`src/rtl/scl_gen_pkg.sv`:
```
// Package: shared types and constants of the SCL rate generator.
// Assumes: nothing beyond IEEE 1800-2017.
package scl_gen_pkg;
    // phase of the generated clock
    typedef enum logic [1:0] {
        PH_IDLE    = 2'd0,
        PH_LOW     = 2'd1,
        PH_WAIT_HI = 2'd2,
        PH_HIGH    = 2'd3
    } phase_e;

    // fixed part of one half period, in system clocks
    localparam int unsigned HALF_BASE = 8;
endpackage

```
`src/rtl/scl_line_sync.sv`:
```
// Module: scl_line_sync
// Brings the asynchronous SCL line level into the clock domain through a
// chain of STAGES flops. Assumes an idle bus is pulled high, so every
// stage resets to 1.
module scl_line_sync #(
    parameter int unsigned STAGES = 2
) (
    input  logic clk,
    input  logic rst_n,
    input  logic line_in,
    output logic line_q
);
    logic [STAGES-1:0] chain;

    // shift the line level through the synchronizer chain
    always_ff @(posedge clk) begin
        if (!rst_n) chain <= '1;
        else        chain <= {chain[STAGES-2:0], line_in};
    end

    assign line_q = chain[STAGES-1];
endmodule

```
`src/rtl/scl_half_calc.sv`:
```
// Module: scl_half_calc
// Computes the half-period length HALF_BASE + R * 4^P. The scaled terms
// for every prescaler step are built in a generate loop and one is picked
// by the select. Assumes HALF_W is wide enough for the largest result.
module scl_half_calc
    import scl_gen_pkg::*;
#(
    parameter int unsigned RATE_W = 8,
    parameter int unsigned PS_W   = 2,
    parameter int unsigned HALF_W = RATE_W + 2 * ((1 << PS_W) - 1) + 1
) (
    input  logic [RATE_W-1:0] rate,
    input  logic [PS_W-1:0]   prescale,
    output logic [HALF_W-1:0] half_len
);
    localparam int unsigned NSTEP = 1 << PS_W;

    logic [HALF_W-1:0] scaled [NSTEP];

    for (genvar g = 0; g < NSTEP; g++) begin : g_step
        // rate multiplied by 4^g
        assign scaled[g] = HALF_W'(rate) << (2 * g);
    end

    // pick the scaled term for the selected step and add the fixed part
    always_comb begin
        half_len = HALF_W'(HALF_BASE) + scaled[prescale];
    end
endmodule

```
`src/rtl/scl_phase_fsm.sv`:
```
// Module: scl_phase_fsm
// Sequences low, wait-for-line-high and timed-high phases. The half length
// is latched when a low half starts, so one period always uses one value.
// The high count is cut by SYNC_LAT to cover the synchronizer and the
// detection cycle. Assumes half_now >= SYNC_LAT + 2.
module scl_phase_fsm
    import scl_gen_pkg::*;
#(
    parameter int unsigned HALF_W   = 15,
    parameter int unsigned SYNC_LAT = 3
) (
    input  logic              clk,
    input  logic              rst_n,
    input  logic              enable,
    input  logic              hold_low,
    input  logic              line_high,
    input  logic [HALF_W-1:0] half_now,
    output logic              pull_low,
    output logic              low_start,
    output logic              high_start
);
    phase_e            state, state_n;
    logic [HALF_W-1:0] cnt;
    logic [HALF_W-1:0] half_q;
    logic              low_done, high_done;

    assign low_done  = (cnt == half_q - HALF_W'(1));
    assign high_done = (cnt == half_q - HALF_W'(SYNC_LAT + 1));

    // choose the next phase
    always_comb begin
        state_n = state;
        unique case (state)
            PH_IDLE:    state_n = PH_LOW;
            PH_LOW:     if (low_done && !hold_low) state_n = PH_WAIT_HI;
            PH_WAIT_HI: if (line_high) state_n = PH_HIGH;
            PH_HIGH:    if (high_done) state_n = PH_LOW;
            default:    state_n = PH_IDLE;
        endcase
        if (!enable) state_n = PH_IDLE;
    end

    // phase register, half-length latch and strobes
    always_ff @(posedge clk) begin
        if (!rst_n) begin
            state      <= PH_IDLE;
            half_q     <= '0;
            low_start  <= 1'b0;
            high_start <= 1'b0;
        end else begin
            state      <= state_n;
            low_start  <= (state_n == PH_LOW) && (state != PH_LOW);
            high_start <= (state_n == PH_HIGH) && (state != PH_HIGH);
            if ((state_n == PH_LOW) && (state != PH_LOW)) half_q <= half_now;
        end
    end

    // phase counter: cleared on a phase change, saturates at the low-half end
    always_ff @(posedge clk) begin
        if (!rst_n) begin
            cnt <= '0;
        end else if (state_n != state) begin
            cnt <= '0;
        end else if ((state == PH_LOW && !low_done) || state == PH_HIGH) begin
            cnt <= cnt + HALF_W'(1);
        end
    end

    assign pull_low = (state == PH_LOW);

    // disabling releases the line and silences strobes
    assert_release_when_off_R6: assert property (@(posedge clk) disable iff (!rst_n)
        !enable |=> (!pull_low && !low_start && !high_start));

    // a pending hold keeps the line low
    assert_hold_keeps_low_R5: assert property (@(posedge clk) disable iff (!rst_n)
        (pull_low && hold_low && enable) |=> pull_low);

    // no timed high and no new low before the line is seen high
    assert_wait_for_line_R4: assert property (@(posedge clk) disable iff (!rst_n)
        (state == PH_WAIT_HI && !line_high && enable) |=> (!pull_low && !high_start));

    // low counter never passes the latched half
    assert_cnt_bound_R3: assert property (@(posedge clk) disable iff (!rst_n)
        (state == PH_LOW) |-> (cnt < half_q));

    // latched half never below the fixed part while running
    assert_half_min_R2: assert property (@(posedge clk) disable iff (!rst_n)
        (state != PH_IDLE) |-> (half_q >= HALF_W'(HALF_BASE)));

    // strobes never coincide, and each new low drive carries its strobe
    assert_strobe_excl_R7: assert property (@(posedge clk) disable iff (!rst_n)
        !(low_start && high_start));
    assert_low_strobe_R7: assert property (@(posedge clk) disable iff (!rst_n)
        $rose(pull_low) |-> low_start);

    // latched settings stay fixed within a period
    assert_half_stable_R8: assert property (@(posedge clk) disable iff (!rst_n)
        (state != PH_IDLE && !low_start) |-> $stable(half_q));
endmodule

```
`src/rtl/scl_rate_gen.sv`:
```
// Module: scl_rate_gen (top)
// Master-mode SCL generator: period 16 + 2*R*4^P system clocks, open-drain
// drive, slave stretching honoured through the sensed line, local hold.
// Assumes scl_sense reflects the wired line including this block's drive.
module scl_rate_gen #(
    parameter int unsigned RATE_W      = 8,
    parameter int unsigned PS_W        = 2,
    parameter int unsigned SYNC_STAGES = 2
) (
    input  logic              clk,
    input  logic              rst_n,
    input  logic              enable,
    input  logic [RATE_W-1:0] rate,
    input  logic [PS_W-1:0]   prescale,
    input  logic              scl_sense,
    input  logic              hold_low,
    output logic              scl_pull_low,
    output logic              low_start,
    output logic              high_start
);
    localparam int unsigned HALF_W   = RATE_W + 2 * ((1 << PS_W) - 1) + 1;
    localparam int unsigned SYNC_LAT = SYNC_STAGES + 1;

    logic              line_high;
    logic [HALF_W-1:0] half_now;

    scl_line_sync #(.STAGES(SYNC_STAGES)) u_sync (
        .clk     (clk),
        .rst_n   (rst_n),
        .line_in (scl_sense),
        .line_q  (line_high)
    );

    scl_half_calc #(.RATE_W(RATE_W), .PS_W(PS_W), .HALF_W(HALF_W)) u_calc (
        .rate     (rate),
        .prescale (prescale),
        .half_len (half_now)
    );

    scl_phase_fsm #(.HALF_W(HALF_W), .SYNC_LAT(SYNC_LAT)) u_fsm (
        .clk        (clk),
        .rst_n      (rst_n),
        .enable     (enable),
        .hold_low   (hold_low),
        .line_high  (line_high),
        .half_now   (half_now),
        .pull_low   (scl_pull_low),
        .low_start  (low_start),
        .high_start (high_start)
    );
endmodule

```
`config.mk`:
```
export PLATFORM = sky130hd
export DESIGN_NAME = scl_rate_gen
export DESIGN_NICKNAME = d
export VERILOG_FILES = /design/src/rtl/scl_gen_pkg.sv /design/src/rtl/scl_line_sync.sv /design/src/rtl/scl_half_calc.sv /design/src/rtl/scl_phase_fsm.sv /design/src/rtl/scl_rate_gen.sv
export SDC_FILE = /design/constraint.sdc
export NUM_CORES = 1
export LEC_CHECK = 0
export BUFFER_PORTS_ARGS = -buffer_cell sky130_fd_sc_hd__buf_2
export CAP_MARGIN = 20
export CORE_UTILIZATION = 60
export CTS_CLUSTER_DIAMETER = 60
export DETAILED_ROUTE_END_ITERATION = 10
export GPL_ROUTABILITY_DRIVEN = 0
export PLACE_DENSITY = 0.79
export SYNTH_ARGS = -nofsm -noshare
export SYNTH_HDL_FRONTEND = slang
export SYNTH_SLANG_ARGS = --single-unit
```
`constraint.sdc`:
```
create_clock -name clk -period 3.2 [get_ports clk]
set_input_delay 0.16 -clock clk [delete_from_list [all_inputs] [get_ports clk]]
set_output_delay 0.16 -clock clk [all_outputs]
set_load 0.02 [all_outputs]
```
# After elaboration in Yosys (flattened, before gate mapping)
# Cells that the tools add are included.
# op_classes
addsub	4
mul	0
div	0
magnitude_cmp	1
n_eq_ne	10
shift	0
muxes	8
bitwise	2
n_reduce_logical	9
# op_table
cell	count
15-bit binary-select mux with 2-bit select	1
15-bit == test	2
15-bit 2-to-1 mux	2
15-bit by 1-bit adder with 15-bit output, second input constant	1
4-bit by 15-bit adder with 15-bit output, first input constant	1
15-bit by 1-bit subtractor with 15-bit output, second input constant	1
15-bit by 3-bit subtractor with 15-bit output, second input constant	1
2-bit 2-to-1 mux	4
2-bit one-hot mux with 4 select lines	1
2-bit == test, second input constant	3
2-bit by 1-bit == test with 1-bit output, second input constant	2
1-bit logical AND	4
3-bit >= comparator, second input constant	1
2-bit inverter with 3-bit output	1
1-bit zero test	2
2-bit zero test	1
2-bit by 1-bit != test with 1-bit output, second input constant	1
2-bit != test	1
2-bit != test, second input constant	1
2-bit OR reduction	1
1-bit logical OR	1
1-bit inverter	1
# word_totals
register_bits	36
latch_bits	0
ramBits	0
romBits	0
out_inout_bits	3
wordCells	40
memories	0

# Depth between registers and ports, before layout
# Gate-level depths: netlist of run 1.
# logic_depth
word_depth	8
ltp_mapped	12
ltp_nobuf	9

# Modules after synthesis
# Synthesis of run 1 repeated with hierarchy kept, for this count alone.
# unflattened
hier_cells	329
area_unflattened_um2	2753.9
# by_module_without_submodules
mod	instances	cells_per_inst	area_per_inst_um2	seq_area_each_um2
scl_phase_fsm	1	273	2301.0	680.7
scl_half_calc	1	52	400.4	0.0
scl_line_sync	1	4	52.6	40.0

# Worst setup path after synthesis of run 1
# OpenSTA, ideal clock, no wires.
# synth_timing
kind	reg2reg
start	register u_fsm.half_q[2]
end	register u_fsm.half_q[2]
setup_ns	0.070
arrival_ns	2.611
t_required_ns	3.130
slack_ns	0.519
stages_incl_launch_ff	12
n_path_buf	2
period_less_slack_ns	2.681
cell_sequence	dfxtp_1 -> clkbuf_1 -> inv_1 -> ha_1 -> clkbuf_1 -> inv_1 -> nor4_2 -> o32ai_1 -> o22a_1 -> o41a_1 -> or4_1 -> a21boi_1
# synth_via
elab_chain_len	8
# synth_lines
item	line_no	text
start: declaration	scl_phase_fsm.sv:24	logic [HALF_W-1:0] half_q;
start signal: assignment	scl_phase_fsm.sv:54	if ((state_n == PH_LOW) && (state != PH_LOW)) half_q <= half_now;
15-bit by 1-bit subtractor with 15-bit output	scl_phase_fsm.sv:27	assign low_done = (cnt == half_q - HALF_W'(1));
15-bit == test	scl_phase_fsm.sv:27	
1-bit logical AND	scl_phase_fsm.sv:35	PH_LOW: if (low_done && !hold_low) state_n = PH_WAIT_HI;
2-bit 2-to-1 mux	scl_phase_fsm.sv:35	
2-bit one-hot mux with 4 select lines *	scl_phase_fsm.sv:33	unique case (state)
2-bit 2-to-1 mux *	scl_phase_fsm.sv:40	if (!enable) state_n = PH_IDLE;
2-bit by 1-bit == test with 1-bit output *	scl_phase_fsm.sv:54	
1-bit logical AND *	scl_phase_fsm.sv:54	
# Every way passes the cells marked *; elsewhere a longest branch is shown, timed or not.
# A chain may end at the register's enable or synchronous reset.

# Final worst setup path of run 1
# layout_timing
start	register u_fsm.half_q[2]
end	register u_fsm.cnt[8]
# layout_via
elab_chain_len	8
# layout_lines
item	line_no	text
15-bit by 1-bit subtractor with 15-bit output	scl_phase_fsm.sv:27	
15-bit == test	scl_phase_fsm.sv:27	
1-bit logical AND	scl_phase_fsm.sv:35	
2-bit 2-to-1 mux	scl_phase_fsm.sv:35	
2-bit one-hot mux with 4 select lines	scl_phase_fsm.sv:33	
2-bit 2-to-1 mux	scl_phase_fsm.sv:40	
2-bit != test	scl_phase_fsm.sv:62	end else if (state_n != state) begin
2-bit OR reduction (no source line)	--	
end signal: assignment	scl_phase_fsm.sv:65	cnt <= cnt + HALF_W'(1);
end: declaration	scl_phase_fsm.sv:23	logic [HALF_W-1:0] cnt;
# Parallel ways exist; a longest one is shown, timed or not.

==> results of run 1 <==
==> area by class of cell <==
class / instances / area, µm²
clock buffers: 7 / 96.3
repair buffers: 22 / 135
inverters: 16 / 60.1
fillers: 376 / 1430
well taps: 52 / 65.1
multi-input cells: 275 / 1850
flip-flops and latches: 36 / 721
==> kinds of logic (layout without fill, tap and decap cells) <==
| family | Yosys count | count (layout) | share of synthesized area (%) |
|---|---|---|---|
| flops | 36 | 36 | 26.4 |
| mux | 22 | 22 | 8.17 |
| buf+inv | 38 | 45 | 5.96 |
| compound gates | 76 | 76 | 18.9 |
| fa+ha+maj | 4 | 4 | 1.83 |
| xor+xnor | 30 | 30 | 9.63 |
| simple gates | 143 | 143 | 29.0 |
==> through the flow <==
step / utilization, % / instances / worst slack (ns) / cell area (µm²) / power, W
after floorplan: - / 349 / 0.519 / 2730 / 0.000700
after global placement: 64.9 / 401 / 0.194 / 2830 / 0.000754
after detailed placement: 64.9 / 401 / 0.0796 / 2830 / 0.000762
after CTS: 67.1 / 408 / 0.0557 / 2920 / 0.00111
after global routing: 67.2 / 408 / 0.0547 / 2930 / 0.00117
final: 67.2 / 408 / 0.268 / 2930 / 0.00112
==> power groups by stage <==
stage / registers (W) / clock network (W) / logic [W]
CTS: 0.000484 / 0.000358 / 0.000271
floorplan: 0.000481 / 0 / 0.000219
detailed placement: 0.000494 / 0 / 0.000268
finish: 0.000484 / 0.000357 / 0.000279
global route: 0.000486 / 0.000380 / 0.000307
global placement: 0.000493 / 0 / 0.000261
==> cell usage after synthesis, types with 2 or more instances <==
master                      number  area, µm²
sky130_fd_sc_hd__a31o_2          2       17.5
sky130_fd_sc_hd__mux2i_1        20        200
sky130_fd_sc_hd__or3_1           7       43.8
sky130_fd_sc_hd__or4_1          12       90.1
sky130_fd_sc_hd__nor4_1          5       31.3
sky130_fd_sc_hd__xnor2_1        15        131
sky130_fd_sc_hd__ha_1            4       50.1
sky130_fd_sc_hd__a2111oi_0       3       26.3
sky130_fd_sc_hd__nand3b_1        2       15.0
sky130_fd_sc_hd__a31oi_1         3       18.8
sky130_fd_sc_hd__xor2_1         15        131
sky130_fd_sc_hd__a21oi_1        19       95.1
sky130_fd_sc_hd__nand4_1        12       75.1
sky130_fd_sc_hd__or2_2           2       12.5
sky130_fd_sc_hd__nand3_1        18       90.1
sky130_fd_sc_hd__clkbuf_1       15       56.3
sky130_fd_sc_hd__o41ai_1         2       17.5
sky130_fd_sc_hd__mux2_2          2       22.5
sky130_fd_sc_hd__and2_1          4       25.0
sky130_fd_sc_hd__dfxtp_1        36        721
sky130_fd_sc_hd__a21boi_0        3       22.5
sky130_fd_sc_hd__a211o_1         3       26.3
sky130_fd_sc_hd__buf_4           2       15.0
sky130_fd_sc_hd__and3_1          5       31.3
sky130_fd_sc_hd__nand2b_1        5       31.3
sky130_fd_sc_hd__and4_1          2       17.5
sky130_fd_sc_hd__o211a_1         2       20.0
sky130_fd_sc_hd__nor4_2          2       25.0
sky130_fd_sc_hd__o21ai_0        15       75.1
sky130_fd_sc_hd__nor2_1         12       45.0
sky130_fd_sc_hd__buf_2           4       20.0
sky130_fd_sc_hd__inv_1          16       60.1
sky130_fd_sc_hd__o31ai_1         9       67.6
sky130_fd_sc_hd__nand2_1        40        150
sky130_fd_sc_hd__nor3_1          9       45.0
==> worst max-delay path: cells and delay by family, from the launching register on <==
kind                       cells  cell delay, ns
AOI/OAI and AO/OA              3            0.56
DFF                            1            0.38
adders and majority gates      1            0.39
and+or+nand+nor                4            1.18
buffers and inverters          2            0.31
==> layout by cell type (no fill, tap or decap), types with 2 or more instances in the layout <==
| cell type | count |
|---|---|
| sky130_fd_sc_hd__xor2_1 | 15 |
| sky130_fd_sc_hd__buf_4 | 4 |
| sky130_fd_sc_hd__o41ai_1 | 2 |
| sky130_fd_sc_hd__nor4_2 | 2 |
| sky130_fd_sc_hd__a21boi_0 | 3 |
| sky130_fd_sc_hd__or4_1 | 12 |
| sky130_fd_sc_hd__a31oi_1 | 3 |
| sky130_fd_sc_hd__a211o_1 | 3 |
| sky130_fd_sc_hd__o211a_1 | 2 |
| sky130_fd_sc_hd__xnor2_1 | 15 |
| sky130_fd_sc_hd__or3_1 | 7 |
| sky130_fd_sc_hd__mux2_2 | 2 |
| sky130_fd_sc_hd__dfxtp_1 | 36 |
| sky130_fd_sc_hd__ha_1 | 4 |
| sky130_fd_sc_hd__nand3b_1 | 2 |
| sky130_fd_sc_hd__nor4_1 | 5 |
| sky130_fd_sc_hd__a31o_2 | 2 |
| sky130_fd_sc_hd__o21ai_0 | 15 |
| sky130_fd_sc_hd__nand3_1 | 18 |
| sky130_fd_sc_hd__buf_2 | 17 |
| sky130_fd_sc_hd__nand2_1 | 40 |
| sky130_fd_sc_hd__nand4_1 | 12 |
| sky130_fd_sc_hd__o31ai_1 | 9 |
| sky130_fd_sc_hd__nor3_1 | 9 |
| sky130_fd_sc_hd__nor2_1 | 12 |
| sky130_fd_sc_hd__clkbuf_8 | 7 |
| sky130_fd_sc_hd__and4_1 | 2 |
| sky130_fd_sc_hd__and3_1 | 5 |
| sky130_fd_sc_hd__a2111oi_0 | 2 |
| sky130_fd_sc_hd__mux2i_1 | 20 |
| sky130_fd_sc_hd__and2_1 | 4 |
| sky130_fd_sc_hd__inv_1 | 16 |
| sky130_fd_sc_hd__a21oi_1 | 19 |
| sky130_fd_sc_hd__or2_2 | 2 |
| sky130_fd_sc_hd__nand2b_1 | 5 |
==> flip-flops by register name, summed over array words and instances, names as in the netlist <==
register,cells
u_fsm.cnt,15
u_fsm.half_q,15
u_fsm.state,2
u_sync.chain,2
u_fsm.high_start,1
u_fsm.low_start,1
==> metal layers <==
| layer | vias to the layer above | wire length (µm) |
|---|---|---|
| li1 | 1303 | - |
| met1 | 1226 | 3050 |
| met2 | 93 | 3090 |
| met3 | 14 | 349 |
| met4 | 0 | 104 |
| met5 | - | 0 |
==> worst paths after layout <==
path                                      start              end  slack (ns)
worst max-delay path            u_fsm.half_q[2]     u_fsm.cnt[8]        0.27
worst min-delay path                  scl_sense  u_sync.chain[0]        0.05
worst max register to register  u_fsm.half_q[2]     u_fsm.cnt[8]        0.27
worst min register to register  u_sync.chain[0]  u_sync.chain[1]        0.43
==> what timing repair did <==
item,CTS,global route
setup endpoints to repair,0,15
gates resized for setup,0,2
hold buffers,0,0
==> out/metrics.yaml, run 1 <==
run_status: "complete, no violations"
first_global_vias: 2341
worst-slew-pin-transition_ns: 0.609
top_fanout_value_on_the_critical_path: 15
vdd_ir_drop_max_uv: 238
setup_tns_ns: 0
clock_latency_at_the_later_pin_of_the_worst_skew_pair_ns: 0.30
power_frac_seq_pct: 43.2
power.switching_fraction_pct: 31.1
cts_tree: "done"
max_cap_viol_count: 0
cell_area_after_technology_mapping_um2: 2730
r2r_cells: 10
final_nets: 375
row_count: 24
grt.busiest_layer: "met2"
postSynthNetCount: 368
number_of_antenna_violating_nets_in_the_routed_design: 0
route.detailed.wl_per_inst_um: 16.2
diodes: 0
critical-path-slowest-cell: "sky130_fd_sc_hd__or4_1"
ys_ff_latch: 36
routed_wl_um: 6590
gr-usage-met3_pct: 5.23
antenna_found_initial: 0
min-delay-path-class: "in2reg"
numCtsBuffers: 5
setup_viol_count_final: 0
critPathRequiredTime_ns: 3.38
clock-skew-final_ns: 0.00727
ys_async_sr_fraction_pct: 0
synth_enable_flop_cells: 0
report.final.hold_viol_count: 0
critPathKind: "reg2reg"
rsz0062_at_grt: "false"
part_of_the_total_power_dissipated_in_combinational_logic_pct: 24.9
h-tree-depth: 2
drc: 0
max_freq_mhz: 341
vias: 2636
hpwlAfterDp_um: 4870
clk_root_buffer_cell: "sky130_fd_sc_hd__clkbuf_8"
post_cts.repair.setup_buffers: 0
drt_first_iter_violations: 194
synth-warning-count: 0
final_hold_slack_ns: 0.0493
crit_chain: "inv_1 -> ha_1 -> nand2_1 -> o31a_1 -> or4_1 -> nor3_1 -> nand4_1 -> o211ai_2 -> buf_4 -> a21oi_1"
floorplan.core_area_um2: 4350
floorplan.die_area_um2: 4820
floorplan.die.height_um: 69.4
ys.flop_type: "sky130_fd_sc_hd__dfxtp_1"
drt_first_pass_iters: 5
flow.area_growth_from_synthesis_pct: 7.34
clock_sinks: 36
power_switching_w: 0.000348
cp_data_arrival_time_ns: 3.11
timing.final.crit_period_ns: 2.93
vias_per_cell: 6.46
clockBufferDepth: 2
powerDensity_nw_per_um2: 383
grt_start_max_net_pins: 32
clk_pin_slew_worst_paths_ns: 0.07
syn_area_per_cell_um2: 7.82
relSlewSlack_pct: 59.1
top_level_ports: 18
critical_path_capture_point_type: "flop"
intPower_w: 0.000772
met2_demand_to_capacity_share_in_global_routing_pct: 46.2
whs_path_depth: 2
grt_overflow_total: 0
grt_pass1_wl_um: 10900
crit_path_start_kind: "flop"
slew_violations: 0
pwr-share-clk_pct: 31.9
fp.dieW_um: 69.4
critPathMaxStageDelay_ns: 0.48
final_min_period_over_clock_period_pct: 91.6
port_buffers: 17
cell_leakage_power_nw: 1.13
tot_gr_track_use_pct: 28.3
initial_core_util_pct: 62.6
global_route_track_usage_on_met1_pct: 37.5
share_of_cells_above_drive_strength_1_pct: 12.1
part_of_the_yosys_area_used_for_sequential_elements_pct: 26.4
post_synth_cell_types: 57
post_syn_instances: 349
(Power assumes the default switching activity.)
==> run 2: changes to the inputs <==
--- a/config.mk
+++ b/config.mk
@@ -8,6 +8,7 @@
 export BUFFER_PORTS_ARGS = -buffer_cell sky130_fd_sc_hd__buf_2
 export CAP_MARGIN = 20
 export CORE_UTILIZATION = 60
+export CTS_BUF_LIST = sky130_fd_sc_hd__clkbuf_2
 export CTS_CLUSTER_DIAMETER = 60
 export DETAILED_ROUTE_END_ITERATION = 10
 export GPL_ROUTABILITY_DRIVEN = 0
==> run 2 against run 1 <==
Highest routed layer unchanged. Sequential share of layout area up 0.46 points. Via count shrank 2.4%. Critical path type unchanged. Final cell count increased by 0.25%. Sequential power is essentially flat.
==> out/metrics.yaml, run 2 (synthesis gave the netlist of run 1 again) <==
clk_pin_slew_worst_paths_ns: 0.17  # +0.10 ns
first_global_vias: 2296  # -1.9%
flow.area_growth_from_synthesis_pct: 5.37
cts_tree: "done"
row_count: 24  # unchanged
drt_first_iter_violations: 202  # +4.1%
clock_latency_at_the_later_pin_of_the_worst_skew_pair_ns: 0.40  # +0.10 ns
hpwlAfterDp_um: 4870  # unchanged
relSlewSlack_pct: 57.9  # -1.2 points
clockBufferDepth: 2  # unchanged
top_fanout_value_on_the_critical_path: 15  # unchanged
h-tree-depth: 2  # unchanged
global_route_track_usage_on_met1_pct: 37.3  # -0.18 points
floorplan.core_area_um2: 4350  # unchanged
cell_leakage_power_nw: 1.11  # -2.0%
powerDensity_nw_per_um2: 336  # -12%
layout.cells.most_common: "sky130_fd_sc_hd__nand2_1"
grt_overflow_total: 0  # unchanged
share_of_cells_above_drive_strength_1_pct: 11.5  # -0.59 points
critPathRequiredTime_ns: 3.50  # +0.12 ns
met2_demand_to_capacity_share_in_global_routing_pct: 44.6  # -1.6 points
vdd_ir_drop_max_uv: 260  # +9.4%
vias: 2574  # -2.4%
min-delay-path-class: "in2reg"
grt.busiest_layer: "met2"
clk_root_buffer_cell: "sky130_fd_sc_hd__clkbuf_2"
vias_per_cell: 6.29  # -2.6%
clock-skew-final_ns: 0.0125  # +0.00523 ns
grt_start_max_net_pins: 32  # unchanged
route.detailed.wl_per_inst_um: 15.6  # -3.3%
final_min_period_over_clock_period_pct: 91.7  # about the same
drt_first_pass_iters: 4  # -1
numCtsBuffers: 5  # unchanged
initial_core_util_pct: 62.6  # unchanged
reg.largest.list: "u_fsm.cnt x15, u_fsm.half_q x15"
floorplan.die_area_um2: 4820  # unchanged
post_cts.repair.setup_buffers: 0  # unchanged
crit_path_start_kind: "flop"
fp.dieW_um: 69.4  # unchanged
run_status: "complete, no violations"
setup_tns_ns: 0  # unchanged
slew_violations: 0  # unchanged
critPathKind: "reg2reg"
gr-usage-met3_pct: 5.96  # +0.73 points
number_of_antenna_violating_nets_in_the_routed_design: 0  # unchanged
final_hold_slack_ns: 0.0267  # -0.0226 ns
routed_wl_um: 6390  # -3.1%
worst-slew-pin-transition_ns: 0.627  # +0.0182 ns
diodes: 0  # unchanged
cp_data_arrival_time_ns: 3.24  # +0.13 ns
antenna_found_initial: 0  # unchanged
max_cap_viol_count: 0  # unchanged
report.final.hold_viol_count: 0  # unchanged
critical_path_capture_point_type: "flop"
grt_pass1_wl_um: 10700  # -2.0%
setup_viol_count_final: 0  # unchanged
tot_gr_track_use_pct: 27.7  # -0.56 points
clock_sinks: 36  # unchanged
floorplan.die.height_um: 69.4  # unchanged
drc: 0  # unchanged
top_level_ports: 18  # unchanged
final_nets: 376  # +0.27%
rsz0062_at_grt: "false"
leading_cell_types_in_the_layout_fill_and_taps_excluded: "sky130_fd_sc_hd__nand2_1 (40), sky130_fd_sc_hd__dfxtp_1 (36), sky130_fd_sc_hd__mux2i_1 (20)"
port_buffers: 17  # unchanged
timing.final.crit_period_ns: 2.93  # +0.00133 ns
max_freq_mhz: 341  # about the same
==> run 2: cell type report <==
class / instances / area [µm²]
well taps: 52 / 65.1
multi-input cells: 275 / 1850
fillers: 388 / 1480
clock buffers: 5 / 25.0
repair buffers: 23 / 145
inverters: 16 / 60.1
flip-flops and latches: 36 / 721
clock inverters: 2 / 7.51
==> run 2: per-layer routing <==
layer | vias to the layer above | routed length (µm)
li1 | 1302 | -
met3 | 10 | 344
met4 | 0 | 76
met1 | 1193 | 2990
met2 | 69 | 2980
met5 | - | 0
==> run 2: through the flow <==
step | instance area [µm²] | total power, W | cells | util (%) | setup WS (ns)
after floorplan | 2730 | 0.000700 | 349 | - | 0.519
after global placement | 2830 | 0.000754 | 401 | 64.9 | 0.194
after detailed placement | 2830 | 0.000762 | 401 | 64.9 | 0.0796
after CTS | 2870 | 0.000957 | 409 | 65.9 | 0.0509
after global routing | 2870 | 0.00101 | 409 | 66.0 | 0.0298
final | 2870 | 0.000967 | 409 | 66.0 | 0.267
==> run 2: worst max-delay path: stages (launching register included) <==
cell,delay (ns)
sky130_fd_sc_hd__dfxtp_1,0.42
sky130_fd_sc_hd__inv_1,0.08
sky130_fd_sc_hd__ha_1,0.39
sky130_fd_sc_hd__nand2_1,0.22
sky130_fd_sc_hd__o31a_1,0.28
sky130_fd_sc_hd__or4_1,0.48
sky130_fd_sc_hd__nor3_1,0.21
sky130_fd_sc_hd__nand4_1,0.24
sky130_fd_sc_hd__o211ai_2,0.22
sky130_fd_sc_hd__buf_4,0.23
sky130_fd_sc_hd__a21oi_1,0.06
==> run 2: worst paths after layout <==
check	start	to	slack [ns]	cells past startpoint
hold reg to reg	u_sync.chain[0]	u_sync.chain[1]	0.45	1
hold / removal	rate[1]	u_fsm.half_q[1]	0.03	3
setup / recovery	u_fsm.half_q[2]	u_fsm.cnt[2]	0.27	10
setup reg to reg	u_fsm.half_q[2]	u_fsm.cnt[2]	0.27	10
==> run 2: power by group <==
group          internal [W]  switching (W)  leakage, nW
clock network     0.0000450       0.000158       0.0239
logic              0.000121       0.000158        0.794
registers          0.000461      0.0000235        0.293
total              0.000627       0.000339         1.11
==> run 2: timing repair <==
action	CTS	global route
hold endpoints to repair	1	0
resized for setup	0	2
setup endpoints to repair	0	16
hold buffers	1	0
